<file path="src/rtl/adc_share_pkg.sv">
package adc_share_pkg;
    localparam int NUM_USERS = 4;
    localparam int USER_W    = 2;
    localparam int FRAC_W    = 2;

    typedef enum logic [2:0] {
        ST_IDLE,
        ST_SEL,
        ST_ACQ,
        ST_START,
        ST_WAIT
    } seq_st_e;
endpackage

</file>
<file path="src/rtl/adc_share_arb.sv">
module adc_share_arb #(
    parameter int N  = 4,
    parameter int IW = 2
) (
    input  logic [N-1:0]  req,
    output logic          gnt_vld,
    output logic [IW-1:0] gnt_idx
);
    // lowest index wins
    always_comb begin
        gnt_vld = 1'b0;
        gnt_idx = '0;
        for (int i = N - 1; i >= 0; i--) begin
            if (req[i]) begin
                gnt_vld = 1'b1;
                gnt_idx = IW'(i);
            end
        end
    end
endmodule

</file>
<file path="src/rtl/adc_share_pick.sv">
module adc_share_pick #(
    parameter int CH_W = 4
) (
    input  logic [(1<<CH_W)-1:0] mask,
    output logic                 vld,
    output logic [CH_W-1:0]      idx
);
    localparam int NUM_CH = 1 << CH_W;

    always_comb begin
        vld = 1'b0;
        idx = '0;
        for (int i = NUM_CH - 1; i >= 0; i--) begin
            if (mask[i]) begin
                vld = 1'b1;
                idx = CH_W'(i);
            end
        end
    end
endmodule

</file>
<file path="src/rtl/adc_share_res.sv">
module adc_share_res #(
    parameter int USER_W = 2,
    parameter int CH_W   = 4,
    parameter int RES_W  = 12
) (
    input  logic              clk,
    input  logic              rst_n,
    input  logic              we,
    input  logic [USER_W-1:0] wr_user,
    input  logic [CH_W-1:0]   wr_ch,
    input  logic [RES_W-1:0]  wr_val,
    input  logic [USER_W-1:0] rd_user,
    input  logic [CH_W-1:0]   rd_ch,
    output logic [RES_W-1:0]  rd_val
);
    localparam int DEPTH = 1 << (USER_W + CH_W);

    logic [RES_W-1:0] bank_q [DEPTH];

    always_ff @(posedge clk or negedge rst_n) begin
        if (!rst_n) begin
            for (int i = 0; i < DEPTH; i++) bank_q[i] <= '0;
        end else if (we) begin
            bank_q[{wr_user, wr_ch}] <= wr_val;
        end
    end

    assign rd_val = bank_q[{rd_user, rd_ch}];
endmodule

</file>
<file path="src/rtl/adc_share_seq.sv">
module adc_share_seq
    import adc_share_pkg::*;
#(
    parameter int CH_W   = 4,
    parameter int DATA_W = 10,
    parameter int ACQ_W  = 8,
    parameter int USB_CH = 12
) (
    input  logic                          clk,
    input  logic                          rst_n,
    input  logic                          rt_req,
    input  logic [(1<<CH_W)-1:0]          rt_mask,
    input  logic                          rt_avg,
    input  logic                          sw1_req,
    input  logic [(1<<CH_W)-1:0]          sw1_mask,
    input  logic                          sw1_avg,
    input  logic                          sw2_req,
    input  logic [(1<<CH_W)-1:0]          sw2_mask,
    input  logic                          sw2_avg,
    input  logic                          usb_req,
    input  logic                          usb_avg,
    input  logic [ACQ_W-1:0]              acq_time,
    output logic                          adc_start,
    output logic [CH_W-1:0]               adc_ch,
    input  logic                          adc_done,
    input  logic [DATA_W-1:0]             adc_data,
    output logic [NUM_USERS-1:0]          eos_irq,
    input  logic [USER_W-1:0]             rd_user,
    input  logic [CH_W-1:0]               rd_ch,
    output logic [DATA_W+FRAC_W-1:0]      rd_val
);
    localparam int NUM_CH = 1 << CH_W;
    localparam int RES_W  = DATA_W + FRAC_W;
    localparam int NU     = NUM_USERS;

    typedef struct packed {
        seq_st_e                   st;
        logic [NU-1:0][NUM_CH-1:0] cmask;
        logic [NU-1:0]             cavg;
        logic [NU-1:0]             pend;
        logic [NUM_CH-1:0]         mask;
        logic                      avg;
        logic [USER_W-1:0]         user;
        logic [CH_W-1:0]           ch;
        logic [ACQ_W-1:0]          cnt;
        logic [1:0]                samp;
        logic [RES_W-1:0]          acc;
        logic [NU-1:0]             eos;
    } seq_t;

    seq_t q, d;

    logic [NU-1:0]             req_vec;
    logic [NU-1:0][NUM_CH-1:0] in_mask;
    logic [NU-1:0]             in_avg;
    logic                      gnt_vld;
    logic [USER_W-1:0]         gnt_idx;
    logic                      pick_vld;
    logic [CH_W-1:0]           pick_idx;
    logic                      res_we;
    logic [RES_W-1:0]          res_val;
    logic [RES_W-1:0]          sum;

    assign req_vec = {usb_req, sw2_req, sw1_req, rt_req};
    assign in_mask = {NUM_CH'(1) << USB_CH, sw2_mask, sw1_mask, rt_mask};
    assign in_avg  = {usb_avg, sw2_avg, sw1_avg, rt_avg};
    assign sum     = q.acc + RES_W'(adc_data);

    adc_share_arb #(.N(NU), .IW(USER_W)) arb_i (
        .req     (q.pend),
        .gnt_vld (gnt_vld),
        .gnt_idx (gnt_idx)
    );

    adc_share_pick #(.CH_W(CH_W)) pick_i (
        .mask (q.mask),
        .vld  (pick_vld),
        .idx  (pick_idx)
    );

    always_comb begin
        d       = q;
        d.eos   = '0;
        res_we  = 1'b0;
        res_val = '0;
        for (int u = 0; u < NU; u++) begin
            if (req_vec[u]) begin
                d.pend[u]  = 1'b1;
                d.cmask[u] = in_mask[u];
                d.cavg[u]  = in_avg[u];
            end
        end
        unique case (q.st)
            ST_IDLE: begin
                if (gnt_vld) begin
                    d.user          = gnt_idx;
                    d.mask          = q.cmask[gnt_idx];
                    d.avg           = q.cavg[gnt_idx];
                    d.pend[gnt_idx] = req_vec[gnt_idx];
                    d.st            = ST_SEL;
                end
            end
            ST_SEL: begin
                if (pick_vld) begin
                    d.ch   = pick_idx;
                    d.samp = '0;
                    d.acc  = '0;
                    d.cnt  = acq_time;
                    d.st   = ST_ACQ;
                end else begin
                    d.eos[q.user] = 1'b1;
                    d.st          = ST_IDLE;
                end
            end
            ST_ACQ: begin
                if (q.cnt == '0) d.st = ST_START;
                else             d.cnt = q.cnt - 1'b1;
            end
            ST_START: d.st = ST_WAIT;
            ST_WAIT: begin
                if (adc_done) begin
                    if (q.avg && q.samp != 2'd3) begin
                        d.acc  = sum;
                        d.samp = q.samp + 1'b1;
                        d.cnt  = acq_time;
                        d.st   = ST_ACQ;
                    end else begin
                        res_we       = 1'b1;
                        res_val      = q.avg ? sum : {adc_data, {FRAC_W{1'b0}}};
                        d.mask[q.ch] = 1'b0;
                        d.st         = ST_SEL;
                    end
                end
            end
            default: d.st = ST_IDLE;
        endcase
    end

    always_ff @(posedge clk or negedge rst_n) begin
        if (!rst_n) begin
            q    <= '0;
            q.st <= ST_IDLE;
        end else begin
            q <= d;
        end
    end

    assign adc_start = (q.st == ST_START);
    assign adc_ch    = q.ch;
    assign eos_irq   = q.eos;

    adc_share_res #(.USER_W(USER_W), .CH_W(CH_W), .RES_W(RES_W)) res_i (
        .clk     (clk),
        .rst_n   (rst_n),
        .we      (res_we),
        .wr_user (q.user),
        .wr_ch   (q.ch),
        .wr_val  (res_val),
        .rd_user (rd_user),
        .rd_ch   (rd_ch),
        .rd_val  (rd_val)
    );


    start_pulse_chk: assert property (@(posedge clk) disable iff (!rst_n)
        adc_start |=> !adc_start);


    eos_onehot_chk: assert property (@(posedge clk) disable iff (!rst_n)
        $onehot0(eos_irq));


    usb_ch_chk: assert property (@(posedge clk) disable iff (!rst_n)
        (adc_start && q.user == USER_W'(3)) |-> (adc_ch == CH_W'(USB_CH)));


    arb_prio_chk: assert property (@(posedge clk) disable iff (!rst_n)
        gnt_vld |-> (q.pend[gnt_idx] &&
                     ((q.pend & ((NU'(1) << gnt_idx) - NU'(1))) == '0)));


    plain_res_chk: assert property (@(posedge clk) disable iff (!rst_n)
        (res_we && !q.avg) |-> (res_val[FRAC_W-1:0] == '0));

    generate
        for (genvar u = 0; u < NU; u++) begin : g_pend

            pend_hold_chk: assert property (@(posedge clk) disable iff (!rst_n)
                $fell(q.pend[u]) |-> ($past(q.st) == ST_IDLE && $past(gnt_vld) &&
                                      $past(gnt_idx) == USER_W'(u)));
        end
    endgenerate
endmodule

</file>
<file path="config.mk">
export PLATFORM = sky130hd
export DESIGN_NAME = adc_share_seq
export DESIGN_NICKNAME = d
export VERILOG_FILES = /design/src/rtl/adc_share_pkg.sv /design/src/rtl/adc_share_arb.sv /design/src/rtl/adc_share_pick.sv /design/src/rtl/adc_share_res.sv /design/src/rtl/adc_share_seq.sv
export SDC_FILE = /design/constraint.sdc
export NUM_CORES = 2
export LEC_CHECK = 0
export BUFFER_PORTS_ARGS = -buffer_cell sky130_fd_sc_hd__buf_2
export CAP_MARGIN = 20
export CORE_ASPECT_RATIO = 2
export CORE_UTILIZATION = 30
export CTS_CLUSTER_SIZE = 8
export DETAILED_ROUTE_END_ITERATION = 12
export PLACE_DENSITY = 0.51
export SYNTH_ARGS = -nofsm -noshare
export SYNTH_HDL_FRONTEND = slang
export SYNTH_SLANG_ARGS = --single-unit
</file>
<file path="constraint.sdc">
create_clock -name clk -period 4.8 [get_ports clk]
set_input_delay 0.72 -clock clk [delete_from_list [all_inputs] [get_ports clk]]
set_output_delay 0.72 -clock clk [all_outputs]
set_load 0.02 [all_outputs]
</file>
==> metrics.txt <==
global-route wire length before repair=188000 um; DP HPWL=85800 um; Worst-Skew Late Latency=0.75 ns; Yosys top cell by area=dfrtp_1; Post-Place Setup Slack=0.646 ns; FF-to-FF End=res_i.bank_q[274]; worst slew pin tran=1.14 ns; Hold WS=-0.0114 ns; buffer count from post-CTS setup fixing=0; setup ws final=0.594 ns; Cell Area, Synth=0.0393 mm2; number of flops mapped to enable cells by yosys=0; Buffers on Ports=103; Syn Nets=3800; commonest non-fill, non-tap cell in the layout=dfrtp_1; crit path DAT=3.49 ns; CTS sink count=877; worst hold-check path type=primary input to async pin; Synth Register Bits=877; fin crit period=4.21 ns; Post-CTS Resized=0; Root Driver=clkbuf_16; DRT iter0 DRCs=1653; core area=0.130 mm2; worst r2r src=q[123]; Max Slew Vio Count=0; routability cong.=0.858; crit-path max cell delay=0.59 ns; global route total overflow=0; synth warn=0; Starting Density=30.3%; H-tree depth=3; VDD IR-drop max=0.000326 V; Rel. slew slack=23.7%; worst reg-to-reg setup slack=1.35 ns; area delta synth->final=14.6%; final WL=123000 um; status=finished with violations; largest net degree at the start of global routing=116; Post-DRT Antenna Nets=0; CP endpoint kind=primary output; I/O pin cnt=104; Tcrit/Tclk final=87.6%; die height=514 um; initial antenna violation count=4; Critical Path RT=4.08 ns; first drt pass iteration count=7; ys async rst share=100%; final-report setup violation count=0; Die Span X=258 um; routed length per instance=22.6 um; crit path launch type=primary input; RSZ-0062 raised after global routing=false; Syn Inst Count=3703; Worst Skew=0.0563 ns; Leakage=19.3 nW; Layout Nets=3825; WP buf/inv=3; vias in the first global route=28735; TritonCTS Buffers=119; ratio of cells with drive above 1 in the final layout=16.4%; Top delay family on crit path=compound AO/OA/AOI/OAI gates; Synth top area share=55.8%; worst reg2reg path depth=5; clk buf depth=3; global-route usage over all layers=18.9%; most frequent cells in the layout=dfrtp_1, nand2_1, o21ai_0; # rows=187; crit path max-delay cell type=a21oi_1; syn_area_per_cell=10.6 um2; failing checks=hold timing; Fin Setup TNS=0 ns; Hold Buf Count CTS=0; Worst-path clk slew=0.05 ns; Primary FF master, synth=dfrtp_1; worst-path fanout max=29; Via-to-Cell Ratio=5.04; final hold vios=4; TritonCTS clock tree=built; Max Cap Viol=0; synth top area cells=dfrtp_1, mux4_2, o21ai_0; Post-route DRC=0; crit-path cells=buf_8 -> buf_12 -> mux4_2 -> a22oi_1 -> nand2_1 -> a21oi_1 -> o21ai_0 -> buf_2; P per Cell Area=419 mW/mm2; die area=0.133 mm2; Cell variety after synth=68; register area share after synthesis=55.8%; CP Class=primary input to primary output; Fmax=238 MHz; via count=27418
-- registers in the layout, indices dropped and copies added, names as in the netlist --
signal        flops
q               101
res_i.bank_q    768
adc_ch            4
eos_irq           4
-- worst register-to-register path, delay by kind of cell, from the launching register on --
kind,cells,cell delay (ns)
and+or+nand+nor,4,2.38
DFF,1,0.52
AOI/OAI and AO/OA,1,0.44
-- kinds of logic after synthesis --
group	Yosys count	synth area share, %
AO/OA/AOI/OAI	1001	13.6
XOR/XNOR	5	0.111
adder cells (fa/ha/maj)	14	0.465
buffers and inverters	313	3.34
flip-flops	877	55.8
multiplexers	325	14.8
AND/OR/NAND/NOR	1168	11.9
-- worst max path at each step --
stage	endpoint	slack, ns	depth (start not counted)	from
2_1_floorplan	rd_val[2]	1.46	7	rd_ch[0]
3_3_place_gp	rd_val[3]	0.61	9	rd_ch[0]
3_5_place_dp	rd_val[3]	0.65	9	rd_ch[0]
4_1_cts	rd_val[3]	0.64	9	rd_ch[0]
5_1_grt	rd_val[3]	0.47	9	rd_ch[0]
6_report	rd_val[11]	0.59	8	rd_ch[0]
-- power breakdown --
part | total (mW) | internal (mW) | switching (mW)
clock network | 7.58 | 4.35 | 3.22
registers | 8.23 | 7.83 | 0.396
logic | 3.06 | 0.974 | 2.09
-- per-layer routing --
layer	share of wire [%]	vias to the layer above	global-route usage, %
li1	-	12900	-
met1	37	13702	20.7
met2	55	612	35.9
met3	3.6	202	2.50
met4	4.0	2	8.06
met5	0.0065	-	0
-- metrics by stage --
stage | hold slack (ns) | cells | power [mW] | cell area, um2 | utilization [%]
2_1_floorplan | 0.424 | 3703 | 10.2 | 39300 | -
3_3_place_gp | 0.456 | 5306 | 11.4 | 41800 | 32.2
3_5_place_dp | 0.462 | 5307 | 11.4 | 41900 | 32.2
4_1_cts | 0.0153 | 5434 | 19.1 | 45000 | 34.7
5_1_grt | 0.0296 | 5436 | 19.7 | 45000 | 34.7
6_report | -0.0114 | 5436 | 18.9 | 45000 | 34.7
-- final cells by class --
cell class / instances / area, um2
Antenna cell: 1 / 2.50
Sequential cell: 877 / 21900
Timing Repair Buffer: 205 / 1580
Clock inverter: 8 / 194
Inverter: 12 / 45.0
Multi-Input combinational cell: 2513 / 16200
Clock buffer: 119 / 2980
Fill cell: 13017 / 84800
Tap cell: 1701 / 2130
-- synthesized netlist by cell type, types with 2 or more instances --
| library cell | number |
|---|---|
| mux4_2 | 198 |
| o22ai_1 | 21 |
| buf_1 | 6 |
| ha_1 | 13 |
| nor2_1 | 278 |
| a21o_1 | 7 |
| clkbuf_1 | 238 |
| a2111oi_0 | 2 |
| nor3_1 | 26 |
| a31oi_1 | 9 |
| a22o_1 | 3 |
| a21oi_1 | 189 |
| buf_4 | 9 |
| o221ai_1 | 4 |
| or3_1 | 7 |
| buf_2 | 41 |
| and3_1 | 2 |
| nor3b_1 | 2 |
| nand2_1 | 761 |
| o21ai_1 | 3 |
| o41ai_1 | 2 |
| a32oi_1 | 8 |
| a211oi_1 | 8 |
| o31ai_1 | 4 |
| o211ai_1 | 6 |
| inv_1 | 12 |
| mux2_2 | 56 |
| buf_6 | 7 |
| nor2_2 | 3 |
| nand3_1 | 27 |
| mux2i_1 | 70 |
| nor2b_1 | 20 |
| nand4_1 | 3 |
| o21ai_0 | 689 |
| o21bai_1 | 4 |
| a22oi_1 | 27 |
| dfrtp_1 | 877 |
| nor4_1 | 4 |
| nand2b_1 | 22 |
| xnor2_1 | 5 |
| and2_1 | 3 |
(Power assumes the default switching activity.)
